<file path="config.mk">
export PLATFORM = sky130hd
export DESIGN_NAME = region_pf_sched
export DESIGN_NICKNAME = d
export VERILOG_FILES = /design/src/rtl/region_pf_sched.sv
export SDC_FILE = /design/constraint.sdc
export NUM_CORES = 1
export LEC_CHECK = 0
export ABC_CLOCK_PERIOD_IN_PS = 17200
export BUFFER_PORTS_ARGS = -buffer_cell sky130_fd_sc_hd__buf_2
export CORE_MARGIN = 3
export CORE_UTILIZATION = 45
export DETAILED_ROUTE_END_ITERATION = 8
export GPL_ROUTABILITY_DRIVEN = 0
export PLACE_DENSITY = 0.58
export SLEW_MARGIN = 5
export SYNTH_ARGS = -nofsm -noshare
export SYNTH_HDL_FRONTEND = slang
export SYNTH_SLANG_ARGS = --single-unit
</file>
<file path="constraint.sdc">
create_clock -name clk -period 17.2 [get_ports clk]
set_input_delay 0.86 -clock clk [delete_from_list [all_inputs] [get_ports clk]]
set_output_delay 0.86 -clock clk [all_outputs]
set_load 0.005 [all_outputs]
</file>
<file path="src/rtl/region_pf_sched.sv">
module region_pf_sched #(
  parameter int ADDR_W  = 16,
  parameter int REG_W   = 3,
  parameter int CH_W    = 2,
  parameter int BK_W    = 1,
  parameter int COL_W   = 2,
  parameter int ENTRIES = 8
) (
  input  logic                                 clk,
  input  logic                                 rst_n,
  input  logic                                 miss_valid,
  input  logic [ADDR_W-1:0]                    miss_addr,
  input  logic [(1<<CH_W)-1:0]                 dem_pend,
  input  logic                                 act_valid,
  input  logic [CH_W+BK_W-1:0]                 act_bank,
  input  logic [ADDR_W-CH_W-BK_W-COL_W-1:0]    act_row,
  output logic                                 probe_valid,
  output logic [ADDR_W-1:0]                    probe_addr,
  input  logic                                 probe_hit,
  output logic                                 pf_valid,
  output logic [ADDR_W-1:0]                    pf_addr,
  output logic                                 pf_lowpri
);

  localparam int NBLK    = 1 << REG_W;
  localparam int BNK_W   = CH_W + BK_W;
  localparam int NBANKS  = 1 << BNK_W;
  localparam int ROW_LSB = BNK_W + COL_W;
  localparam int ROW_W   = ADDR_W - ROW_LSB;
  localparam int BASE_W  = ADDR_W - REG_W;
  localparam int IDX_W   = $clog2(ENTRIES);

  logic [ENTRIES-1:0] vld;
  logic [BASE_W-1:0]  base [ENTRIES];
  logic [NBLK-1:0]    pend [ENTRIES];
  logic [IDX_W-1:0]   rank [ENTRIES];
  logic [NBANKS-1:0]  row_vld;
  logic [ROW_W-1:0]   row_q [NBANKS];

  logic [NBLK-1:0]    elig [ENTRIES];
  logic [NBLK-1:0]    hitv [ENTRIES];

  always_comb begin
    for (int e = 0; e < ENTRIES; e++) begin
      for (int j = 0; j < NBLK; j++) begin
        elig[e][j] = vld[e] & pend[e][j] & ~dem_pend[CH_W'(j)];
        hitv[e][j] = elig[e][j] & row_vld[BNK_W'(j)] &
                     (row_q[BNK_W'(j)] == base[e][BASE_W-1:ROW_LSB-REG_W]);
      end
    end
  end

  logic             any_hit, any_el, sel_valid;
  logic [IDX_W-1:0] hit_e, el_e, hit_rk, el_rk, sel_e;
  logic [NBLK-1:0]  sel_vec;
  logic [REG_W-1:0] sel_j;

  always_comb begin
    any_hit = 1'b0;
    any_el  = 1'b0;
    hit_e   = '0;
    el_e    = '0;
    hit_rk  = '1;
    el_rk   = '0;
    for (int e = 0; e < ENTRIES; e++) begin
      if (|hitv[e] && (!any_hit || rank[e] < hit_rk)) begin
        any_hit = 1'b1;
        hit_e   = IDX_W'(e);
        hit_rk  = rank[e];
      end
      if (|elig[e] && (!any_el || rank[e] > el_rk)) begin
        any_el = 1'b1;
        el_e   = IDX_W'(e);
        el_rk  = rank[e];
      end
    end
    sel_e   = any_hit ? hit_e : el_e;
    sel_vec = any_hit ? hitv[sel_e] : elig[sel_e];
    sel_j   = '0;
    for (int j = NBLK - 1; j >= 0; j--)
      if (sel_vec[j]) sel_j = REG_W'(j);
  end

  assign sel_valid   = any_hit | any_el;
  assign probe_valid = sel_valid;
  assign probe_addr  = {base[sel_e], sel_j};
  assign pf_valid    = sel_valid & ~probe_hit;
  assign pf_addr     = probe_addr;
  assign pf_lowpri   = pf_valid;

  logic [BASE_W-1:0] miss_base;
  logic [REG_W-1:0]  miss_ofs;
  logic              m_hit;
  logic [IDX_W-1:0]  m_e, vict_e, tgt_e, old_rank;

  assign miss_base = miss_addr[ADDR_W-1:REG_W];
  assign miss_ofs  = miss_addr[REG_W-1:0];

  always_comb begin
    m_hit  = 1'b0;
    m_e    = '0;
    vict_e = '0;
    for (int e = 0; e < ENTRIES; e++) begin
      if (vld[e] && base[e] == miss_base) begin
        m_hit = 1'b1;
        m_e   = IDX_W'(e);
      end
      if (rank[e] == IDX_W'(ENTRIES - 1)) vict_e = IDX_W'(e);
    end
    tgt_e    = m_hit ? m_e : vict_e;
    old_rank = rank[tgt_e];
  end

  always_ff @(posedge clk) begin
    if (!rst_n) begin
      vld     <= '0;
      row_vld <= '0;
      for (int e = 0; e < ENTRIES; e++) begin
        base[e] <= '0;
        pend[e] <= '0;
        rank[e] <= IDX_W'(e);
      end
      for (int b = 0; b < NBANKS; b++) row_q[b] <= '0;
    end else begin
      if (sel_valid) pend[sel_e][sel_j] <= 1'b0;
      if (miss_valid) begin
        if (m_hit) begin
          pend[tgt_e][miss_ofs] <= 1'b0;
        end else begin
          vld[tgt_e]  <= 1'b1;
          base[tgt_e] <= miss_base;
          pend[tgt_e] <= ~(NBLK'(1) << miss_ofs);
        end
        for (int e = 0; e < ENTRIES; e++) begin
          if (IDX_W'(e) == tgt_e) rank[e] <= '0;
          else if (rank[e] < old_rank) rank[e] <= rank[e] + 1'b1;
        end
      end
      if (pf_valid) begin
        row_vld[pf_addr[BNK_W-1:0]] <= 1'b1;
        row_q[pf_addr[BNK_W-1:0]]   <= pf_addr[ADDR_W-1:ROW_LSB];
      end
      if (act_valid) begin
        row_vld[act_bank] <= 1'b1;
        row_q[act_bank]   <= act_row;
      end
    end
  end

  AST_IDLE_CHANNEL: assert property (@(posedge clk) disable iff (!rst_n)
    pf_valid |-> !dem_pend[pf_addr[CH_W-1:0]]);

  AST_ROW_HIT_FIRST: assert property (@(posedge clk) disable iff (!rst_n)
    (pf_valid && any_hit) |-> (row_vld[pf_addr[BNK_W-1:0]] &&
                               row_q[pf_addr[BNK_W-1:0]] == pf_addr[ADDR_W-1:ROW_LSB]));

  AST_SQUASH_CLEARS: assert property (@(posedge clk) disable iff (!rst_n)
    (probe_valid && probe_hit) |=> !(probe_valid && probe_addr == $past(probe_addr)));

  AST_ISSUE_ONCE: assert property (@(posedge clk) disable iff (!rst_n)
    pf_valid |=> !(probe_valid && probe_addr == $past(pf_addr)));

endmodule

</file>
==> tab_implementation.tex <==
\begin{tabular}{lr}
\hline
Metric & Value \\
\hline
\multicolumn{2}{l}{\textbf{Synth}} \\
Synthesized instance count & 1863 \\
Number of unique standard cell types used by synthesis & 92 \\
Cell taking the most area after synthesis & sky130\_fd\_sc\_hd\_\_edfxtp\_1 \\
Area share of the largest cell type after synthesis & 32.2\% \\
Cell types occupying the most area after synthesis & sky130\_fd\_sc\_hd\_\_edfxtp\_1 32\%, sky130\_fd\_sc\_hd\_\_xnor2\_1 11\%, sky130\_fd\_sc\_hd\_\_ha\_1 4.9\% \\
Most frequently used flop master after synthesis & sky130\_fd\_sc\_hd\_\_edfxtp\_1 \\
Post-synth EDFFs & 182 \\
Synthesis warning total & 0 \\
Most repeated cell in the gate-level netlist after synthesis & sky130\_fd\_sc\_hd\_\_xnor2\_1 \\
Synthesized area per cell & 9.10 sq um \\
Proportion of register bits with asynchronous set or reset after synthesis & 0\% \\
Synthesis-stage register bit count & 192 \\
Sequential fraction of the synthesis area & 33.4\% \\
Post-synth design cell area & 0.0170 sq mm \\
Most frequent cells after synthesis & 218 x sky130\_fd\_sc\_hd\_\_xnor2\_1, 182 x sky130\_fd\_sc\_hd\_\_edfxtp\_1, 131 x sky130\_fd\_sc\_hd\_\_and2\_1 \\
\multicolumn{2}{l}{\textbf{Timing}} \\
Measured slew at the worst slew-check pin & 1.28 ns \\
Final period demand of the worst path & 15.30 ns \\
Slew HR & 13.6\% \\
Fin worst setup slack & 1.90 ns \\
RSZ-0062 raised after global routing & false \\
Final period utilization & 88.9\% \\
Aggregate negative setup slack & 0 ns \\
Count of pins over their slew limit & 0 \\
Max frequency & 65.4 MHz \\
Number of hold violations in the final report & 0 \\
Clock Skew & 0.0147 ns \\
Final-report setup violation count & 0 \\
\multicolumn{2}{l}{\textbf{Route}} \\
Final WL & 63700 microns \\
First-pass iteration count of the detailed router & 6 \\
Wire length per cell after detailed routing & 27.0 microns \\
Routed via count & 15.3k \\
Iteration-0 DRC Markers & 1845 \\
Detail Route Antenna Nets & 0 \\
Ratio of routed vias to standard cells & 6.51 \\
Remaining routing DRC violations & 0 \\
\multicolumn{2}{l}{\textbf{Layout}} \\
Post-route design area & 0.0180 sq mm \\
Number of diodes added for antenna fixing & 0 \\
Share of layout cells above drive strength 1 & 9.65\% \\
Net count reported at finish & 1946 \\
Synthesis-to-layout area growth & 6.47\% \\
\multicolumn{2}{l}{\textbf{CTS}} \\
Setup Buffers After CTS & 0 \\
Clock latency at the later pin of the worst-skew pair & 0.46 ns \\
Clock sinks & 192 \\
Number of H-tree levels & 4 \\
Hold buffer count at CTS & 0 \\
Cts bufs inserted & 17 \\
CTS tree & built \\
Clock root buffer master & sky130\_fd\_sc\_hd\_\_clkbuf\_16 \\
PostCTS Resize Cnt & 0 \\
Clock transition at the registers of the reported paths & 0.08 ns \\
Clock Path Buffers & 2 \\
\multicolumn{2}{l}{\textbf{Worst setup path}} \\
Critical path peak fanout & 20 \\
Data arrival at the endpoint of the critical path & 14.44 ns \\
Type of the setup path with the least slack & primary input to primary output \\
Cells on worst reg2reg path & 53 \\
Standard cell with the maximum stage delay on the critical path & sky130\_fd\_sc\_hd\_\_a32oi\_2 \\
Sort of element at the end of the critical path & primary output \\
Required time reported for the critical path endpoint & 16.34 ns \\
Longest individual stage delay on the worst path & 0.70 ns \\
Capturing point of the worst reg2reg path & row\_q[1][2]\$\_DFFE\_PP\_ \\
Kind of cell with the highest combined delay on the critical path & compound AO/OA/AOI/OAI gates \\
R2r startpoint & row\_q[0][0]\$\_DFFE\_PP\_ \\
R2R Setup Slk & 2.35 ns \\
Critical path buffer and inverter count & 6 \\
Kind of start point of the critical path & primary input \\
\multicolumn{2}{l}{\textbf{Die}} \\
DIE WIDTH & 200 microns \\
Vertical die dimension & 200 microns \\
Core Rows & 70 \\
Core box area & 0.0369 sq mm \\
Io pins & 74 \\
Starting Density & 46.0\% \\
Die footprint & 0.0400 sq mm \\
\multicolumn{2}{l}{\textbf{Power}} \\
Cell leakage power & 6.58 nW \\
Pwr Density & 169 mW/mm\^{}2 \\
Maximum vdd ir drop & 0.0963 mV \\
\multicolumn{2}{l}{\textbf{Placement}} \\
Post-DP HPWL & 48700 microns \\
IO buf count & 69 \\
Placement-stage worst setup slack & 2.15 ns \\
Cell area after placement & 0.0175 sq mm \\
\multicolumn{2}{l}{\textbf{Global routing}} \\
Global-route wire length before repair & 93700 microns \\
Antenna violations before repair & 0 \\
Maximum number of pins on one net before global-route repair & 44 \\
Congestion Overflow GR & 0 \\
Overall fraction of global-route tracks in use & 31.8\% \\
Via count of the first global-routing pass & 14.5k \\
\multicolumn{2}{l}{\textbf{Hold path}} \\
Number of cells on the worst hold path & 2 \\
Worst Hold Path EP & row\_vld[1]\$\_SDFF\_PN0\_ \\
Hold path startpoint & probe\_hit \\
Path type of the worst min-delay path & primary input to flop \\
\multicolumn{2}{l}{\textbf{Run}} \\
Count of maximum capacitance violations & 0 \\
\multicolumn{2}{l}{\textbf{Status}} \\
Run status & finished clean \\
\hline
\end{tabular}
[worst register-to-register path: cells and delay by family, from the launching register on]
kind | cells | cell delay (ns)
AO/OA/AOI/OAI | 26 | 6.77
XOR/XNOR | 1 | 0.21
adder cells (fa/ha/maj) | 7 | 2.13
buffers and inverters | 2 | 0.46
flip-flops | 1 | 0.83
multiplexers | 3 | 0.98
AND/OR/NAND/NOR | 14 | 3.09
[through the flow]
step	total power, mW	hold WS, ns	utilization [%]	cells
after floorplan	2.06	0.530	-	1864
after global routing	3.24	0.667	48.9	2358
after detailed placement	2.60	0.655	47.4	2326
final	3.05	0.665	48.9	2358
after global placement	2.57	0.657	47.4	2326
after CTS	3.00	0.663	48.9	2358
[per-layer routing]
layer	share of wire (%)	wire (microns)	track usage, %
met2	44	27900	49.2
met5	0	0	0
met3	10	6580	7.10
met1	40	25600	42.5
met4	5.6	3580	15.3
[final cells by class]
type | instances | area [sq um]
tap | 504 | 631
multi-input combinational | 1477 | 10400
timing repair buffer | 99 | 571
sequential | 192 | 5670
clock buffer | 17 | 425
fill | 3507 | 18800
inverter | 54 | 203
clock inverter | 15 | 144
[cell families (layout without fill, tap and decap cells)]
family / after synthesis / in the layout / share of synthesized area (%)
xor gates and xnor gates: 282 / 282 / 14.6
DFF: 192 / 192 / 33.4
buffers and inverters: 195 / 185 / 5.34
and+or+nand+nor: 719 / 719 / 23.3
AOI/OAI and AO/OA: 344 / 344 / 14.6
muxes: 64 / 64 / 3.90
adders and majority gates: 66 / 66 / 4.87
other: 1 / 2 / 0.0221
[layout by cell type (no fill, tap or decap), drive strengths merged, types with 7 or more instances in the layout]
master  instances
nand2b         14
a21oi          72
edfxtp        182
clkinv          8
nor4           48
a21o           16
or2             7
a31oi          18
nor2          122
clkbuf         17
o21bai         10
nand4          95
ha             66
a31o           11
nor3           49
o22ai          21
nand4b          7
mux2           17
a22o           14
xor2           64
nand2         114
inv            60
dfxtp          10
and2          132
nor4b           9
o21ai          47
nor2b          25
o21a           16
and3           12
buf            99
mux2i          47
xnor2         218
nand3          41
or4            10
or3             7
a32o           20
o211ai          7
a21boi         19
[state kept, by name (all words and copies together) (netlist names)]
signal / cells
row_q: 22
base: 104
pend: 32
rank: 24
row_vld: 2
vld: 8
[worst max path at each step]
stage | from | to | depth (start not counted)
after floorplan | dem_pend[0] | row_q[1][0]$_DFFE_PP_ | 63
after global placement | dem_pend[0] | row_q[1][8]$_DFFE_PP_ | 63
after detailed placement | dem_pend[0] | row_q[1][4]$_DFFE_PP_ | 63
after CTS | row_q[1][6]$_DFFE_PP_ | probe_addr[2] | 54
after global routing | dem_pend[0] | probe_addr[2] | 64
final | dem_pend[0] | pf_addr[2] | 64
[power by group]
group | leakage, nW | switching, mW | total [mW] | internal, mW
combinational | 4.35 | 1.10 | 1.75 | 0.653
clock | 0.281 | 0.209 | 0.402 | 0.193
sequential | 1.95 | 0.240 | 0.903 | 0.663
total | 6.58 | 1.55 | 3.05 | 1.51
Power figures use the tool's default switching activity.
